$ cat src/rtl/assoc_lookup.sv
module assoc_lookup #(
  parameter int WAYS   = 4,
  parameter int SETS   = 4,
  parameter int ADDR_W = 8,
  parameter int DATA_W = 16
) (
  input  logic              clk,
  input  logic              rst_n,
  input  logic              req_valid,
  input  logic [ADDR_W-1:0] req_addr,
  input  logic [DATA_W-1:0] req_wdata,
  output logic              hit,
  output logic              miss,
  output logic [((WAYS>1)?$clog2(WAYS):1)-1:0] hit_way,
  output logic [((WAYS>1)?$clog2(WAYS):1)-1:0] victim_way,
  output logic [DATA_W-1:0] rd_data
);
  localparam int SET_W = $clog2(SETS);
  localparam int IDX_W = (SET_W > 0) ? SET_W : 1;
  localparam int TAG_W = ADDR_W - SET_W;
  localparam int WAY_W = (WAYS > 1) ? $clog2(WAYS) : 1;

  logic [TAG_W-1:0]  tag_q  [SETS][WAYS];
  logic [DATA_W-1:0] data_q [SETS][WAYS];
  logic [WAYS-1:0]   valid_q [SETS];

  logic [IDX_W-1:0] set_idx;
  logic [TAG_W-1:0] req_tag;
  logic [WAYS-1:0]  match_vec;
  logic [WAYS-1:0]  vset;
  logic             hit_any, has_free;
  logic [WAY_W-1:0] hit_w, free_w, lru_w, acc_w;

  generate
    if (SET_W > 0) begin : g_idx
      assign set_idx = req_addr[SET_W-1:0];
    end else begin : g_noidx
      assign set_idx = '0;
    end
  endgenerate

  assign req_tag = req_addr[ADDR_W-1:SET_W];
  assign vset    = valid_q[set_idx];

  generate
    for (genvar w = 0; w < WAYS; w++) begin : g_cmp
      assign match_vec[w] = vset[w] && (tag_q[set_idx][w] == req_tag);
    end
  endgenerate

  always_comb begin
    hit_w = '0;
    for (int w = 0; w < WAYS; w++)
      if (match_vec[w]) hit_w = WAY_W'(w);
  end

  always_comb begin
    free_w = '0;
    for (int w = WAYS - 1; w >= 0; w--)
      if (!vset[w]) free_w = WAY_W'(w);
  end

  assign hit_any  = |match_vec;
  assign has_free = ~&vset;
  assign victim_way = has_free ? free_w : lru_w;
  assign acc_w    = hit_any ? hit_w : victim_way;

  assign hit     = req_valid && hit_any;
  assign miss    = req_valid && !hit_any;
  assign hit_way = hit_w;
  assign rd_data = hit_any ? data_q[set_idx][hit_w] : req_wdata;

  always_ff @(posedge clk or negedge rst_n) begin
    if (!rst_n) begin
      for (int s = 0; s < SETS; s++) valid_q[s] <= '0;
    end else if (miss) begin
      valid_q[set_idx][acc_w] <= 1'b1;
    end
  end

  always_ff @(posedge clk) begin
    if (miss) begin
      tag_q[set_idx][acc_w]  <= req_tag;
      data_q[set_idx][acc_w] <= req_wdata;
    end
  end

  generate
    if (WAYS == 1) begin : g_lru_none
      assign lru_w = '0;
    end else if (WAYS == 2) begin : g_lru_bit
      logic [SETS-1:0] old_q;
      assign lru_w = old_q[set_idx];
      always_ff @(posedge clk or negedge rst_n) begin
        if (!rst_n) old_q <= '1;
        else if (req_valid) old_q[set_idx] <= ~acc_w[0];
      end
    end else begin : g_lru_age
      logic [WAY_W-1:0] age_q [SETS][WAYS];
      always_comb begin
        lru_w = '0;
        for (int w = 0; w < WAYS; w++)
          if (age_q[set_idx][w] == WAY_W'(WAYS - 1)) lru_w = WAY_W'(w);
      end
      always_ff @(posedge clk or negedge rst_n) begin
        if (!rst_n) begin
          for (int s = 0; s < SETS; s++)
            for (int w = 0; w < WAYS; w++) age_q[s][w] <= WAY_W'(w);
        end else if (req_valid) begin
          for (int w = 0; w < WAYS; w++) begin
            if (WAY_W'(w) == acc_w)
              age_q[set_idx][w] <= '0;
            else if (age_q[set_idx][w] < age_q[set_idx][acc_w])
              age_q[set_idx][w] <= age_q[set_idx][w] + 1'b1;
          end
        end
      end
    end
  endgenerate
endmodule

$ cat config.mk
export PLATFORM = sky130hd
export DESIGN_NAME = assoc_lookup
export DESIGN_NICKNAME = d
export VERILOG_FILES = /design/src/rtl/assoc_lookup.sv
export SDC_FILE = /design/constraint.sdc
export NUM_CORES = 1
export LEC_CHECK = 0
export CAP_MARGIN = 10
export CELL_PAD_IN_SITES_DETAIL_PLACEMENT = 1
export CELL_PAD_IN_SITES_GLOBAL_PLACEMENT = 2
export CORE_MARGIN = 4
export CORE_UTILIZATION = 47
export CTS_CLUSTER_DIAMETER = 150
export DETAILED_ROUTE_END_ITERATION = 10
export PLACE_DENSITY = 0.88
export SYNTH_ARGS = -nofsm -noshare
export SYNTH_HDL_FRONTEND = slang
export SYNTH_SLANG_ARGS = --single-unit
$ cat constraint.sdc
create_clock -name clk -period 6.2 [get_ports clk]
set_input_delay 0.93 -clock clk [delete_from_list [all_inputs] [get_ports clk]]
set_output_delay 0.93 -clock clk [all_outputs]
set_load 0.02 [all_outputs]
== Word level (Yosys, flattened, before mapping) ==
Memories as Yosys holds them, arrays and structs flattened.
Cells that the tools add are included.

* Add/subtract/negate cells: 4
* Multipliers: 0
* Divide/modulo/power cells: 0
* Order comparisons: 11
* Equal/unequal tests: 10
* Shifts and indexed selects: 0
* Muxes and demuxes: 59
* Bitwise operators: 12
* Reductions and logical operators: 13

{| class="wikitable"
|+ Operator list
! operator !! count
|-
| 32-bit two-way mux || 11
|-
| 32-bit bitwise AND || 4
|-
| 32-bit bitwise mux || 4
|-
| 32-bit inverter || 4
|-
| 8-bit demux with 2-bit select || 4
|-
| 16-bit two-way mux || 4
|-
| 64-bit two-way mux || 1
|-
| 16-bit binary-select mux with 2-bit select || 1
|-
| 16-bit demux with 2-bit select || 1
|-
| 2-bit two-way mux || 13
|-
| 6-bit equality test || 4
|-
| 24-bit two-way mux || 1
|-
| 8-bit two-way mux || 3
|-
| 8-bit binary-select mux with 2-bit select || 1
|-
| 4-bit two-way mux || 4
|-
| 16-bit OR || 1
|-
| 6-bit demux with 2-bit select || 1
|-
| 6-bit two-way mux || 2
|-
| 3-bit greater-or-equal comparator (second input constant) || 3
|-
| 1-bit logical AND || 9
|-
| 2-bit inverter with 3-bit output || 3
|-
| 2-bit by 1-bit adder with 2-bit output (second input constant) || 4
|-
| 4-bit binary-select mux with 2-bit select || 1
|-
| 4-bit demux with 2-bit select || 1
|-
| 14 further kinds || 24
|}

* Flip-flop bits (word level): 48
* Latch bits: 0
* Bits in writable memories: 352
* Memory bits (read-only): 0
* Bits of input ports: 27
* Memories kept: 2

{| class="wikitable"
|+ Memories
! memory !! depth !! width !! read ports !! clocked after memory_dff !! wr ports !! line !! text
|-
| data_q || 4 || 64 || 1 || 0 || 1 || 24 || <nowiki>logic [DATA_W-1:0] data_q [SETS][WAYS];</nowiki>
|-
| tag_q || 4 || 24 || 1 || 0 || 1 || 23 || <nowiki>logic [TAG_W-1:0] tag_q [SETS][WAYS];</nowiki>
|}

== Depth between registers and ports, before layout ==
* Word-level depth: 29
* Mapped depth: 20

== Least setup slack after synthesis ==
OpenSTA, ideal clock, no wires.

* Path kind: input -> register
* Start point: input req_addr[1]
* End point: memory data_q[0][16] (netlist name) (enable)
* Setup time: 0.430 ns
* Data arrival time: 5.676 ns
* Required time: 5.770 ns
* Path slack: 0.094 ns
* Cell stages on the path: 13
* Path through: buf_2 -> buf_2 -> buf_2 -> buf_2 -> mux2i_1 -> o21ai_0 -> ha_1 -> nor2_1 -> a31oi_2 -> or4b_1 -> a21oi_1 -> nand2_1 -> nor3_1

* Longest elaborated chain between the ends: 16

{| class="wikitable"
|+ Ends and longest elaborated chain
! what !! line !! text
|-
| start: declaration || 10 || <nowiki>input logic [ADDR_W-1:0] req_addr,</nowiki>
|-
| 2-bit inverter with 3-bit output (not written as such) * || 43, 103 ||
|-
| 4-bit binary-select mux with 2-bit select || 43 || <nowiki>assign vset = valid_q[set_idx];</nowiki>
|-
| 4-bit two-way mux (not written as such) (2 in a row) || 43 ||
|-
| 2-bit two-way mux (4 in a row) || 60 || <nowiki>if (!vset[w]) free_w = WAY_W'(w);</nowiki>
|-
| 2-bit two-way mux * || 65 || <nowiki>assign victim_way = has_free ? free_w : lru_w;</nowiki>
|-
| named net victim_way, one bit || 15 || <nowiki>output logic [((WAYS>1)?$clog2(WAYS):1)-1:0] victim_way,</nowiki>
|-
| 2-bit two-way mux * || 66 || <nowiki>assign acc_w = hit_any ? hit_w : victim_way;</nowiki>
|-
| 2-bit inverter with 3-bit output (not written as such) * || 84 || <nowiki>data_q[set_idx][acc_w] <= req_wdata;</nowiki>
|-
| 3-bit greater-or-equal comparator (not written as such) or 3-bit by 1-bit < comparator with 1-bit output (tied branches) || 84 ||
|-
| 1-bit logical AND (not written as such) || 84 ||
|-
| 16-bit two-way mux (not written as such) || 84 ||
|-
| 16-bit demux with 2-bit select * || 84 ||
|-
| 64-bit two-way mux (not written as such) * || 84 ||
|-
| end: declaration || 24 ||
|}

The timed path passes the listed nets; every way through them passes the cells marked *. The select of a mux whose other input is x is not followed.

== Final worst setup path ==
* Start point: input req_addr[0]
* End point: output rd_data[8]

* Longest elaborated chain between the ends: 13

{| class="wikitable"
|+ Ends and longest elaborated chain
! what !! line !! text
|-
| parallel branches: the longest is 12 deep, another holds memory read 4 x 24 bit || - ||
|-
| 16-bit two-way mux * || 71 || <nowiki>assign rd_data = hit_any ? data_q[set_idx][hit_w] : req_wdata;</nowiki>
|-
| end: declaration || 16 || <nowiki>output logic [DATA_W-1:0] rd_data</nowiki>
|}

Mark *: on every way between the ends. The select of a mux whose other input is x is not followed.

==> run metrics <==
grt total ovfl=0; internal power=5.52 mW; pre-CTS setup slack=576 ps; final setup fails=0; Switching Fraction=29.5%; clk_lat worst skew=550 ps; critical path capture point type=primary output; Distinct cells, synth=68; initial antenna violation count=1; ANT nets after route=0; Routed Wire Length=41800 um; largest net degree at the start of global routing=64; post-synthesis average cell area=18.0 um^2; DR WL met2=21000 um; vias in the first global route=9803; Worst-path clk slew=60 ps; DRC=0; Combinational Power Share=23.3%; final worst-path setup slack=519 ps; slowest CP cell=o21ai_0; hpwl dp=25200 um; routed length per instance=27.7 um; RSZ-0062 raised after global routing=false; RD Place Congestion=0.781; Die W=196 um; clock sink total=400; Port Buffers=48; final setup skew=24.9 ps; Max VDD drop=0.332 mV; Chip Height=196 um; setup TNS=0 ps; CP Max Fanout=44; Area growth, synth to finish=16.4%; first-pass GRT wire length=64000 um; Max Buffers Root-to-Sink=3; worst hold path type=reg -> reg; largest stage delay on the critical path=660 ps; Met1 Routed Length=17400 um; Synth Register Bits=400; Post-synth top flop=edfxtp_1; Die ar.=0.0385 mm^2; Highest Clock Rate=0.176 GHz; Cells after Synth=923; status=completed; Yosys warnings=0; Tightest Pin Transition=857 ps; Leak=6.39 nW; first drt pass iteration count=5; Mapped Nets=953; I/O pins=49; period utilisation layout=91.6%; minimum clock period=5680 ps; # resized after CTS=0; total power draw=7.83 mW; PD cells=404 mW/mm^2; CP arrival=4750 ps; Post-synth EDFFs=352; startpoint types=primary input; WP data required=5270 ps; Cell Chain, Critical Path=buf_6 -> mux4_2 -> xnor2_1 -> nand4_1 -> or3_1 -> o21ai_0 -> mux2_2 -> a221o_1 -> clkdlybuf4s50_1; DR iter-0 viols=884; Rel. slew slack=42.7%; post-synth design cell area=0.0166 mm^2; # nets final=1050; layout cells sized above 1=26.1%; switching power=2.31 mW; global-route usage over all layers=22.1%; core area=0.0347 mm^2; clock root buffer=clkbuf_16; highest metal used=met4; initial core utilization=47.9%; Largest delay share family, worst path=multiplexers; vias=9184; sequential-to-total area share from yosys stat=70.8%; Seq pwr share=44.5%; hold_buf cts=0; asr flop ratio synth=12.0%; Via density=6.09; DR WL met3=2460 um; row count=68; TritonCTS buffer count=42; post-CTS setup buffers=0; maxcap violations=0; worst path bufs/invs=2; clock tree from TritonCTS=built; Clock power frac=32.2%; Final Hold Vio Count=0; Pins Over Slew Limit=0; CTS HTree Levels=2; Setup Crit Path Kind=in -> out; fin util=55.8%
synth_stat cells, drive strengths merged (16+ instances only):
| cell | number | area [um^2] |
|---|---|---|
| clkbuf | 18 | 67.6 |
| nor2 | 33 | 126 |
| xnor2 | 21 | 184 |
| edfxtp | 352 | 10600 |
| or2 | 19 | 119 |
| nor3 | 16 | 91.3 |
| nand2 | 58 | 218 |
| dfrtp | 32 | 801 |
| mux4 | 90 | 2030 |
| o21ai | 46 | 230 |
| dfstp | 16 | 420 |
| buf | 29 | 166 |
| mux2i | 43 | 430 |
cells in the final DEF (no fill, tap or decap), drive strengths merged, types with 19 or more instances in the layout:
cell and count:
edfxtp 352, mux4 90, nand2 58, buf 55, clkbuf 49, o21ai 46
clkdlybuf4s50 45, mux2i 43, nor2 33, dfrtp 32, xnor2 21, clkinv 21
or2 19
cell type report:
cell class / instances / area, um^2
repair buffers: 100 / 943
clock inverters: 28 / 290
diodes: 1 / 2.50
fillers: 3112 / 15300
clock buffers: 49 / 1090
inverters: 15 / 56.3
multi-input cells: 461 / 4630
flip-flops and latches: 400 / 11800
well taps: 455 / 569
stage by stage:
step / instances / hold WS (ps) / area, um^2
3_3_place_gp: 1431 / 446 / 18000
2_1_floorplan: 923 / 434 / 16600
5_1_grt: 1509 / 479 / 19400
6_report: 1509 / 469 / 19400
3_5_place_dp: 1431 / 453 / 18000
4_1_cts: 1508 / 468 / 19400
worst reg2reg max path: stages (launching register included):
cell and delay [ps]:
dfrtp_1 390, nand2_1 70, o21ai_0 150, nand2_1 150
o21ai_0 90, buf_4 180, ha_1 210, nand2b_1 140
and3b_1 190, o21ai_1 260, nand2_1 160, o31ai_1 460
nor4b_1 670, or3_1 380, nor4_1 130, a2111oi_0 490
o21ba_1 210
layer usage:
layer / track usage (%) / vias to the layer above
met4: 5.15 / 0
met2: 36.8 / 327
li1: - / 3905
met3: 3.86 / 64
met5: 0 / -
met1: 31.0 / 4888
flip-flops by register name, summed over array words and instances, names as in the netlist:
register and count:
data_q 256, tag_q 96, g_lru_age.age_q 32, valid_q 16
kinds of logic (layout without fill, tap and decap cells):
logic type | count (synthesis) | count (layout) | synth area share (%)
muxes | 139 | 139 | 15.2
other | 0 | 1 | 0
adders and majority gates | 6 | 6 | 0.413
buffers and inverters | 62 | 192 | 1.74
xor gates and xnor gates | 29 | 29 | 1.53
and+or+nand+nor | 168 | 168 | 5.05
AOI/OAI and AO/OA | 119 | 119 | 5.25
DFF | 400 | 400 | 70.8
power groups by stage:
stage / combinational (mW) / clock, mW / sequential (mW)
2_1_floorplan: 1.23 / 0 / 3.48
3_3_place_gp: 1.76 / 0 / 3.50
3_5_place_dp: 1.80 / 0 / 3.53
4_1_cts: 1.83 / 2.56 / 3.48
5_1_grt: 1.98 / 2.68 / 3.51
6_report: 1.82 / 2.52 / 3.49
final timing paths:
path / endpoint / depth (start not counted) / start / slack (ps)
min in group asynchronous: valid_q[8]$_DFFE_PN0P_ / 2 / rst_n / 510
worst min register to register: valid_q[4]$_DFFE_PN0P_ / 1 / valid_q[4]$_DFFE_PN0P_ / 470
max in group asynchronous: valid_q[11]$_DFFE_PN0P_ / 2 / rst_n / 5240
worst max-delay path: rd_data[8] / 9 / req_addr[0] / 520
worst min-delay path: valid_q[4]$_DFFE_PN0P_ / 1 / valid_q[4]$_DFFE_PN0P_ / 470
worst max register to register: g_lru_age.age_q[22]$_DFFE_PN0P_ / 16 / g_lru_age.age_q[2]$_DFFE_PN0P_ / 1760
(Power assumes the default switching activity.)
